File: config.mk
export PLATFORM = sky130hd
export DESIGN_NAME = pmu_byte_window
export DESIGN_NICKNAME = d
export VERILOG_FILES = /design/src/rtl/pmu_pkg.sv /design/src/rtl/pmu_host_port.sv /design/src/rtl/pmu_ctrl_reg.sv /design/src/rtl/pmu_event_counter.sv /design/src/rtl/pmu_byte_window.sv
export SDC_FILE = /design/constraint.sdc
export NUM_CORES = 1
export LEC_CHECK = 0
export ABC_CLOCK_PERIOD_IN_PS = 2800
export BUFFER_PORTS_ARGS = -buffer_cell sky130_fd_sc_hd__buf_2
export CAP_MARGIN = 5
export CORE_MARGIN = 5
export CORE_UTILIZATION = 42
export DETAILED_ROUTE_END_ITERATION = 10
export PLACE_DENSITY = 0.57
export RECOVER_POWER = 50
export SLEW_MARGIN = 5
export SYNTH_ARGS = -nofsm -noshare
export SYNTH_HDL_FRONTEND = slang
export SYNTH_HIERARCHICAL = 1
export SYNTH_SLANG_ARGS = --single-unit
File: constraint.sdc
create_clock -name clk -period 2.8 [get_ports clk]
set_input_delay 0 -clock clk [delete_from_list [all_inputs] [get_ports clk]]
set_output_delay 0 -clock clk [all_outputs]
set_load 0.02 [all_outputs]
File: src/rtl/pmu_pkg.sv
package pmu_pkg;
  localparam int REG_W    = 32;
  localparam int BYTE_W   = 8;
  localparam int IDX_W    = 8;
  localparam int PORT_W   = 3;
  localparam int SEL_W    = 8;
  localparam int NUM_CNT  = 2;
  localparam int CLR_BASE = 16;  // clear bit for counter k is CLR_BASE + k

  localparam logic [PORT_W-1:0] PORT_INDEX = 3'd4;

  typedef enum logic [IDX_W-1:0] {
    IDX_ID     = 8'h00,
    IDX_CTRL   = 8'h01,
    IDX_CNT0   = 8'h02,
    IDX_SHADOW = 8'h03
  } reg_idx_e;
endpackage

File: src/rtl/pmu_host_port.sv
module pmu_host_port
  import pmu_pkg::*;
(
  input  logic                 clk,
  input  logic                 rst_n,
  input  logic                 host_wr,
  input  logic                 host_rd,
  input  logic [PORT_W-1:0]    host_port,
  input  logic [BYTE_W-1:0]    host_wdata,
  input  logic [REG_W-1:0]     live_word,
  output logic [BYTE_W-1:0]    host_rdata,
  output logic                 host_rvalid,
  output logic [IDX_W-1:0]     idx,
  output logic                 commit,
  output logic [REG_W-1:0]     commit_word,
  output logic                 snap
);
  localparam int STAGE_W = REG_W - BYTE_W;

  logic [IDX_W-1:0]   idx_q, idx_d;
  logic [STAGE_W-1:0] stage_q, stage_d;
  logic [REG_W-1:0]   hold_q, hold_d;
  logic [BYTE_W-1:0]  rdata_q, rdata_d;
  logic               rvalid_q, rvalid_d;

  assign commit      = host_wr && (host_port == 3'd3);
  assign commit_word = {stage_q, host_wdata};
  assign snap        = host_rd && (host_port == 3'd0);
  assign idx         = idx_q;
  assign host_rdata  = rdata_q;
  assign host_rvalid = rvalid_q;

  always_comb begin
    idx_d    = idx_q;
    stage_d  = stage_q;
    hold_d   = hold_q;
    rdata_d  = rdata_q;
    rvalid_d = 1'b0;
    if (host_wr) begin
      case (host_port)
        PORT_INDEX: idx_d = host_wdata;
        3'd0:       stage_d[23:16] = host_wdata;
        3'd1:       stage_d[15:8]  = host_wdata;
        3'd2:       stage_d[7:0]   = host_wdata;
        default:    ;
      endcase
    end
    if (host_rd) begin
      rvalid_d = 1'b1;
      case (host_port)
        3'd0: begin
          hold_d  = live_word;
          rdata_d = live_word[31:24];
        end
        3'd1:       rdata_d = hold_q[23:16];
        3'd2:       rdata_d = hold_q[15:8];
        3'd3:       rdata_d = hold_q[7:0];
        PORT_INDEX: rdata_d = idx_q;
        default:    rdata_d = '0;
      endcase
    end
  end

  always_ff @(posedge clk or negedge rst_n) begin
    if (!rst_n) begin
      idx_q    <= '0;
      stage_q  <= '0;
      hold_q   <= '0;
      rdata_q  <= '0;
      rvalid_q <= 1'b0;
    end else begin
      idx_q    <= idx_d;
      stage_q  <= stage_d;
      hold_q   <= hold_d;
      rdata_q  <= rdata_d;
      rvalid_q <= rvalid_d;
    end
  end

  assert_index_load_R2: assert property (@(posedge clk) disable iff (!rst_n)
    (host_wr && host_port == PORT_INDEX) |=> idx == $past(host_wdata));

  assert_top_byte_R3: assert property (@(posedge clk) disable iff (!rst_n)
    (host_rd && host_port == 3'd0) |=> (host_rvalid && host_rdata == $past(live_word[31:24])));

  assert_rvalid_only_after_read_R3: assert property (@(posedge clk) disable iff (!rst_n)
    !host_rd |=> !host_rvalid);
endmodule

File: src/rtl/pmu_ctrl_reg.sv
module pmu_ctrl_reg
  import pmu_pkg::*;
(
  input  logic                           clk,
  input  logic                           rst_n,
  input  logic                           wr_ctrl,
  input  logic [REG_W-1:0]               wr_word,
  output logic [NUM_CNT-1:0][SEL_W-1:0]  sel,
  output logic [NUM_CNT-1:0]             clr
);
  logic [NUM_CNT-1:0][SEL_W-1:0] sel_q, sel_d;

  assign sel = sel_q;

  always_comb begin
    sel_d = sel_q;
    clr   = '0;
    for (int k = 0; k < NUM_CNT; k++) begin
      if (wr_ctrl) begin
        sel_d[k] = wr_word[k*SEL_W +: SEL_W];
        clr[k]   = wr_word[CLR_BASE + k];
      end
    end
  end

  always_ff @(posedge clk or negedge rst_n) begin
    if (!rst_n) sel_q <= '0;
    else        sel_q <= sel_d;
  end

  assert_sel_hold_R4: assert property (@(posedge clk) disable iff (!rst_n)
    !wr_ctrl |=> $stable(sel_q));
endmodule

File: src/rtl/pmu_event_counter.sv
module pmu_event_counter #(
  parameter int NUM_EVENTS = 26,
  parameter int SEL_W      = 8,
  parameter int CNT_W      = 32
) (
  input  logic                  clk,
  input  logic                  rst_n,
  input  logic [NUM_EVENTS-1:0] events,
  input  logic [SEL_W-1:0]      sel,
  input  logic                  clr,
  output logic [CNT_W-1:0]      count
);
  logic [CNT_W-1:0] count_q, count_d;
  logic             hit;

  always_comb begin
    hit = 1'b0;
    for (int i = 0; i < NUM_EVENTS; i++) begin
      if (sel == SEL_W'(i)) hit = hit | events[i];
    end
  end

  always_comb begin
    count_d = count_q;
    if (clr)      count_d = '0;
    else if (hit) count_d = count_q + CNT_W'(1);
  end

  always_ff @(posedge clk or negedge rst_n) begin
    if (!rst_n) count_q <= '0;
    else        count_q <= count_d;
  end

  assign count = count_q;

  assert_clear_wins_R8: assert property (@(posedge clk) disable iff (!rst_n)
    clr |=> count_q == '0);

  assert_step_R6: assert property (@(posedge clk) disable iff (!rst_n)
    (count_q == $past(count_q)) || (count_q == $past(count_q) + CNT_W'(1)) || (count_q == '0));

  assert_bad_code_idle_R6: assert property (@(posedge clk) disable iff (!rst_n)
    (!clr && sel >= SEL_W'(NUM_EVENTS)) |=> $stable(count_q));
endmodule

File: src/rtl/pmu_byte_window.sv
module pmu_byte_window
  import pmu_pkg::*;
#(
  parameter int          NUM_EVENTS = 26,
  parameter int          CNT_W      = 32,
  parameter logic [7:0]  IMPL_CODE  = 8'h5A,
  parameter logic [7:0]  VERS_CODE  = 8'h03
) (
  input  logic                  clk,
  input  logic                  rst_n,
  input  logic                  host_wr,
  input  logic                  host_rd,
  input  logic [PORT_W-1:0]     host_port,
  input  logic [BYTE_W-1:0]     host_wdata,
  output logic [BYTE_W-1:0]     host_rdata,
  output logic                  host_rvalid,
  input  logic [NUM_EVENTS-1:0] events
);
  localparam logic [REG_W-1:0] ID_WORD = {IMPL_CODE, VERS_CODE, 8'h00, 8'(NUM_CNT)};

  logic [IDX_W-1:0]               idx;
  logic                           commit, snap, snap_cnt0;
  logic [REG_W-1:0]               commit_word, live_word;
  logic [NUM_CNT-1:0][SEL_W-1:0]  sel;
  logic [NUM_CNT-1:0]             clr;
  logic [NUM_CNT-1:0][CNT_W-1:0]  cnt;
  logic [CNT_W-1:0]               shadow_q, shadow_d;

  pmu_host_port u_host (
    .clk(clk), .rst_n(rst_n),
    .host_wr(host_wr), .host_rd(host_rd), .host_port(host_port),
    .host_wdata(host_wdata), .live_word(live_word),
    .host_rdata(host_rdata), .host_rvalid(host_rvalid),
    .idx(idx), .commit(commit), .commit_word(commit_word), .snap(snap)
  );

  pmu_ctrl_reg u_ctrl (
    .clk(clk), .rst_n(rst_n),
    .wr_ctrl(commit && idx == IDX_CTRL), .wr_word(commit_word),
    .sel(sel), .clr(clr)
  );

  for (genvar k = 0; k < NUM_CNT; k++) begin : g_cnt
    pmu_event_counter #(.NUM_EVENTS(NUM_EVENTS), .SEL_W(SEL_W), .CNT_W(CNT_W)) u_counter (
      .clk(clk), .rst_n(rst_n), .events(events),
      .sel(sel[k]), .clr(clr[k]), .count(cnt[k])
    );
  end

  assign snap_cnt0 = snap && (idx == IDX_CNT0);

  always_comb begin
    shadow_d = shadow_q;
    if (snap_cnt0) shadow_d = cnt[1];
  end

  always_ff @(posedge clk or negedge rst_n) begin
    if (!rst_n) shadow_q <= '0;
    else        shadow_q <= shadow_d;
  end

  always_comb begin
    case (idx)
      IDX_ID:     live_word = ID_WORD;
      IDX_CTRL:   live_word = REG_W'(sel);
      IDX_CNT0:   live_word = REG_W'(cnt[0]);
      IDX_SHADOW: live_word = REG_W'(shadow_q);
      default:    live_word = '0;
    endcase
  end

  assert_shadow_capture_R9: assert property (@(posedge clk) disable iff (!rst_n)
    snap_cnt0 |=> shadow_q == $past(cnt[1]));

  assert_shadow_hold_R9: assert property (@(posedge clk) disable iff (!rst_n)
    !snap_cnt0 |=> $stable(shadow_q));
endmodule

==> run metrics, run 1 <==
setup TNS=0 ps; Final Routed Wirelength=roughly 24,000 um; fillcell total=between 2,000 and 2,500; CP Capture Type=register; Final #Nets=between 900 and 1,000; clk root buf=clkbuf_16; P_int=about 4.5 mW; Leak Pwr=roughly 4.4 nW; routed wire length per instance=20.08 um; final setup skew=around 9.6 ps; cell family with most CP delay=simple AND/OR/NAND/NOR gates; number of max-cap violations=1; Netlist Area Pre-Place=9376 um2; Worst Hold End=u_host/host_rdata[3]; HP Class=in2reg; reg-to-reg endpoint=g_cnt[1].u_counter/count[15]; relative slew slack=-18.51%; Die H=159.4 um; failing checks=capacitance limit, slew limit; Design Area, Final=~11,000 um2; vias in the first global route=6,820; Clock Power Share=~37%; fin crit share=between 90% and 100%; initial core utilization=a little over two fifths; slowest CP cell=dfrtp_1; required time of the critical path=around 3100 ps; P_sw=2.075 mW; PortBufs=between 40 and 50; IO Pins=50; CP arrival=a little under 3000 ps; routability-driven placement congestion ratio=slightly below 0.9; CTS tree=yes; status=finished with violations; Tot Pwr=between 6 and 7 mW; CP max stage delay=roughly 620 ps; Syn Area/Cell=~11 um2; Worst R2R Path Depth=6; vias post-DR=roughly 7,000; pin count of the biggest net entering global routing=68; setup violators final=0; P&R area growth vs syn=12.32%; Ant. Diodes=0; total gr overflow=0; Cell Pwr Density=approximately 630 nW/um2; Num CTS Buffers=17; Max Freq=~390 MHz; CP startpoint kind=register; Hold Vio Cnt, Final=0; Reg-to-Reg Start=u_ctrl/sel[11]; antenna violations before repair=0; CTS H-tree depth=4; Hold Crit Start=host_port[1]; Worst Tran Pin Value=about 1800 ps; all-layer global routing usage=19.01%; layout cells sized above 1=between 20% and 30%; Rows=54; Ys Warns=6; Seq pwr share=between 40 and 50%; HPWL after DPL=roughly 17,000 um; critical path peak fanout=15; clk buf depth=2; RSZ-0062 raised after global routing=no; Max IR drop VDD=roughly 0.00040 V; CTS clock-pin slew for the worst setup and hold paths=70 ps; Via density=5.867; DRC=0; DIE AREA=roughly 25,000 um2; logic gate share of total power=about 18%; Final min period=roughly 2600 ps; Synthesized Nets=roughly 900; first-pass GRT wire length=39,250 um; CTS Sinks=163; Worst R2R Setup Slack=a little over 200 ps; Crit Path Category=reg2reg; crit path cell chain=mux2i_1, o221ai_1, nor4_2, a21o_1, nor3_1, mux2_1; Sw Ratio=31.47%; Mapped Cells=a little under 900; hold depth=3; Placeable Area=between 20,000 and 25,000 um2; clk_lat worst skew=about 430 ps; Post-CTS Setup Bufs=0; DR iter-0 viols=~400; Placement Cell Area=roughly 9900 um2; Die Span X=around 160 um; First-pass DRT Iterations=5; fin. max-slew vios=a little under 70; Post-DRT Antenna Nets=0; crit path buf inv count=0
## what timing repair did
action,CTS,global route
endpoints found under the setup margin,0,23
hold buffers,10,0
gates resized for setup,0,1
endpoints found under the hold margin,97,0
## sequential cells by signal (all words and copies together) (netlist names)
signal and flops:
u_ctrl/sel 16, u_host/hold_q 24, u_host/host_rvalid 1, shadow_q 32, g_cnt.u_counter/count 64, u_host/host_rdata 8, u_host/idx 8, u_host/stage_q 10
## per-stage QoR
step	hold WS (ps)	utilization, %	cells	worst slack, ps
floorplan	-295.6	-	865	1.428
global placement	41.54	45.06	1162	188.5
finish	124.7	48.11	1204	207.7
detailed placement	47.29	45.06	1162	108.6
global route	125.9	48.11	1204	33.44
CTS	103.8	48.31	1204	85.63
## layout by cell type, fill, tap and decap left out, drive strengths merged, types with 10 or more instances in the layout
cell type	instances
and3	12
a22oi	15
nand4	12
mux2i	20
clkbuf	36
a21o	11
nor2b	10
or4	26
a211oi	11
nand3	25
o31ai	30
dfrtp	163
buf	63
o41ai	10
nand2	42
nor2	62
inv	25
nand3b	46
mux2	118
a21oi	67
dlygate4sd3	10
nor3	10
## power groups by stage
stage | combinational [mW] | sequential [mW] | clock [mW]
2_1_floorplan | 0.880 | 2.86 | 0
3_5_place_dp | 1.19 | 3.00 | 0
4_1_cts | 1.20 | 2.96 | 2.50
3_3_place_gp | 1.18 | 3.00 | 0
5_1_grt | 1.31 | 3.00 | 2.60
6_report | 1.19 | 2.96 | 2.44
## tightest hold or removal path: stages
cell	delay (ps)
buf_2	320
a21o_1	130
a21oi_1	50
## how the worst max path moves through the flow
stage,depth (start not counted),to,from
after floorplan,11,g_cnt[0].u_counter/count[0],u_host/idx[5]
after global placement,5,g_cnt[1].u_counter/count[15],u_ctrl/sel[8]
after detailed placement,5,g_cnt[1].u_counter/count[15],u_ctrl/sel[8]
after CTS,5,g_cnt[1].u_counter/count[15],u_ctrl/sel[8]
after global routing,7,g_cnt[1].u_counter/count[23],u_ctrl/sel[9]
final,6,g_cnt[1].u_counter/count[15],u_ctrl/sel[11]
## routing by layer
metal	vias to the layer above	global-route usage [%]	part of all wire, %
met5	-	0	0
met4	0	4.537	0.92
met3	19	3.495	3.7
met2	151	28.72	47
met1	3548	28.37	49
li1	3346	-	-
## area by class of cell
type / instances / area, um2 / share of cell area (%)
clock buffers: 17 / 425.4 / 4.039
clock inverters: 15 / 186.4 / 1.770
inverters: 16 / 60.06 / 0.5703
multi-input cells: 621 / 4858 / 46.13
flip-flops and latches: 163 / 4080 / 38.74
well taps: 280 / 350.3 / 3.327
repair buffers: 92 / 570.5 / 5.418
Note: power is estimated with default switching activity, not from simulation.
==> run 2, diff against run 1 <==
- PLACE_DENSITY: 0.57 -> 0.58
- SYNTH_HIERARCHICAL: 1 -> not set
==> run 2 against run 1 <==
Net effect:
- power fell by 1.0%
- non-clock buffer count rose by 2
- the run still ends with capacitance limit, slew limit left
- first-iteration DRC count rose by 8.8%
- area after synthesis fell by 6.2%
- via count fell by 2.2%
- core utilization rose by 0.52 points
- hold slack improved by 5.1 ps
- global-route usage rose by 0.77 points
- cell count rose by 0.50%
- maximum frequency barely moved
- critical endpoint is now g_cnt[0].u_counter.count[31]
- clock skew rose by 5.5 ps
- critical path type unchanged
- worst setup slack got worse by 1.7 ps
==> run metrics, run 2 <==
Top Metal Used=met4; top_reg_cell synth=dfrtp_1; Final Routed Wirelength=23,230 um; Yosys top cell by area=dfrtp_1; Syn Area/Cell=10.14 um2; Worst Tran Pin Value=around 2300 ps; most common cell after layout, fill and taps aside=dfrtp_1; PnR worst setup slack=between 200 and 250 ps; Ant. Diodes=0; Setup Slack @ Placement=233.7 ps; Synth Area in Adders=less than 1%; critical path peak fanout=20; CP Capture Type=register; most common cell in the synthesized netlist=dfrtp_1; Max IR drop VDD=between 0.0002 and 0.0003 V; clk_lat worst skew=between 400 and 500 ps; clk root buf=clkbuf_16; Die Span X=approximately 150 um; relative slew slack=-54.40%; HPWL after DPL=around 16,000 um; DR iter-0 viols=between 400 and 500; Worst R2R Setup Slack=between 200 and 250 ps; Area contributors post-synth=dfrtp_1 46%, mux2_2 9.6%, nand2_1 3.9%; Cell Pwr Density=~640 nW/um2; fin cells=roughly 1,200; reg-to-reg endpoint=g_cnt[0].u_counter.count[31]; Post-CTS Setup Bufs=0; post-synthesis mux area share=13.80%; Netlist Area Pre-Place=roughly 9000 um2; final setup skew=~15 ps; First-pass DRT Iterations=5; DIE AREA=roughly 24,000 um2; CP startpoint kind=register; vias in the first global route=~6,600; required time of the critical path=between 3000 and 4000 ps; all-layer global routing usage=19.79%; Synth top cells by count=163 x dfrtp_1, 92 x nand2_1, 75 x mux2_2, 42 x o21ai_0, 41 x nor2_1; Ys Warns=0; IO Pins=50; Final min period=~2600 ps; EDFF count, synth=0; share of the synthesized area in the top cell type=between 40% and 50%; main combinational cell family by area after synthesis=simple AND/OR/NAND/NOR gates; hold depth=4; number of flip-flops in the largest register=64; Max Freq=just under 400 MHz; Worst Hold End=u_host.host_rdata[6]; Synth Area in Compound Gates=17.04%; fillcell total=just under 2,000; Reg-to-Reg Start=u_ctrl.sel[1]; antenna violations before repair=0; routability-driven placement congestion ratio=0.8518; RSZ-0062 raised after global routing=no; Design Area, Final=about 10,000 um2; Placeable Area=about 21,000 um2; fin. max-slew vios=slightly below 90; Num CTS Buffers=17; Synth Register Bits=~160; CTS Sinks=163; clk buf depth=2; setup violators final=0; Distinct cells, synth=between 60 and 70; setup TNS=0 ps; area share of xor/xnor cells in the synthesized design=between 1 and 1.5%; DRC=0; fin crit share=between 90% and 100%; commonest non-fill, non-tap cells in the layout=163 x dfrtp_1, 92 x nand2_1, 75 x mux2_2, 42 x o21ai_0, 41 x nor2_1; Rows=between 50 and 60; crit path from=u_ctrl.sel[1]; M1 WL=roughly 11,000 um; initial core utilization=a little over two fifths; CTS H-tree depth=4; Simple-Gate Fraction of Synth Area=17.08%; Final #Nets=between 900 and 1,000; CTS clock-pin slew for the worst setup and hold paths=~70 ps; Inst Count DP=1,168; met3 wire length=1158 um; Crit Path Category=reg2reg; Worst R2R Path Depth=8; pin count of the biggest net entering global routing=89; number of max-cap violations=1; Leak Pwr=roughly 4.4 nW; failing checks=capacitance limit, slew limit; vias post-DR=around 7,000; Synth async-reset ratio=100.0%; routed wire length per instance=approximately 19 um; P&R area growth vs syn=15.10%; status=finished with violations; Mapped Cells=between 800 and 900; CTS tree=yes; HP Class=in2reg; Hold Crit Start=host_port[0]; DR WL met2=~11,000 um; hold slack=between 100 and 150 ps; Via density=between 5 and 6; total gr overflow=0; Die H=roughly 150 um; Synthesized Nets=roughly 910; layout cells sized above 1=between 20% and 30%; first-pass GRT wire length=roughly 38,000 um; Post-DRT Antenna Nets=0; post-synthesis sequential area ratio=46.37%; PortBufs=approximately 50; CP arrival=a little under 3000 ps; Placement Cell Area=around 9400 um2; Hold Vio Cnt, Final=0
## run 2: cells by family after synthesis
kind of cell,count (synthesis)
and+or+nand+nor,288
DFF,163
AOI/OAI and AO/OA,211
buffers and inverters,82
muxes,109
adders and majority gates,2
xor gates and xnor gates,13
## run 2: metal layers
layer  global-route usage (%)  vias up
met5                        0        -
met4                    4.584        0
met3                    4.001       18
met2                    29.49      155
met1                    29.73     3402
li1                         -     3336
## run 2: critical path: stages (launching register included)
cell       delay (ps)
dfrtp_1           730
mux2i_1           280
nor2_1             60
o311a_1           360
o22ai_2           350
a2111oi_4         130
buf_4             210
a31o_2            250
a21oi_1           120
## run 2: timing repair
action | 4_1_cts | 5_1_grt
endpoints found under the hold margin | 120 | 0
gates resized for setup | 0 | 1
hold buffers | 10 | 0
endpoints found under the setup margin | 0 | 5
## run 2: worst max-delay path by stage
| stage | endpoint | cells after the start |
|---|---|---|
| 5_1_grt | g_cnt[0].u_counter.count[31] | 8 |
| 4_1_cts | g_cnt[0].u_counter.count[4] | 8 |
| 3_5_place_dp | g_cnt[0].u_counter.count[4] | 8 |
| 3_3_place_gp | g_cnt[0].u_counter.count[4] | 8 |
| 6_report | g_cnt[0].u_counter.count[31] | 8 |
| 2_1_floorplan | g_cnt[0].u_counter.count[19] | 10 |
## run 2: layout make-up
cell class / instances / area, um2 / share of cell area, %
Tap cell: 275 / 344.1 / 3.398
Sequential cell: 163 / 4079 / 40.28
Timing Repair Buffer: 94 / 609.3 / 6.018
Clock inverter: 15 / 220.2 / 2.175
Inverter: 23 / 86.33 / 0.8526
Clock buffer: 17 / 425.4 / 4.201
Multi-Input combinational cell: 623 / 4362 / 43.07
## run 2: stage by stage
stage | power [mW] | utilization, %
2_1_floorplan | 3.539 | -
3_3_place_gp | 3.984 | 45.16
3_5_place_dp | 3.997 | 45.16
4_1_cts | 6.566 | 48.74
5_1_grt | 6.840 | 48.63
6_report | 6.524 | 48.63
## run 2: where the power goes
| group | total (mW) | internal [mW] | switching [mW] |
|---|---|---|---|
| sequential | 2.79 | 2.54 | 0.253 |
| combinational | 1.19 | 0.464 | 0.721 |
| clock | 2.55 | 1.52 | 1.02 |
| total | 6.52 | 4.53 | 2.00 |
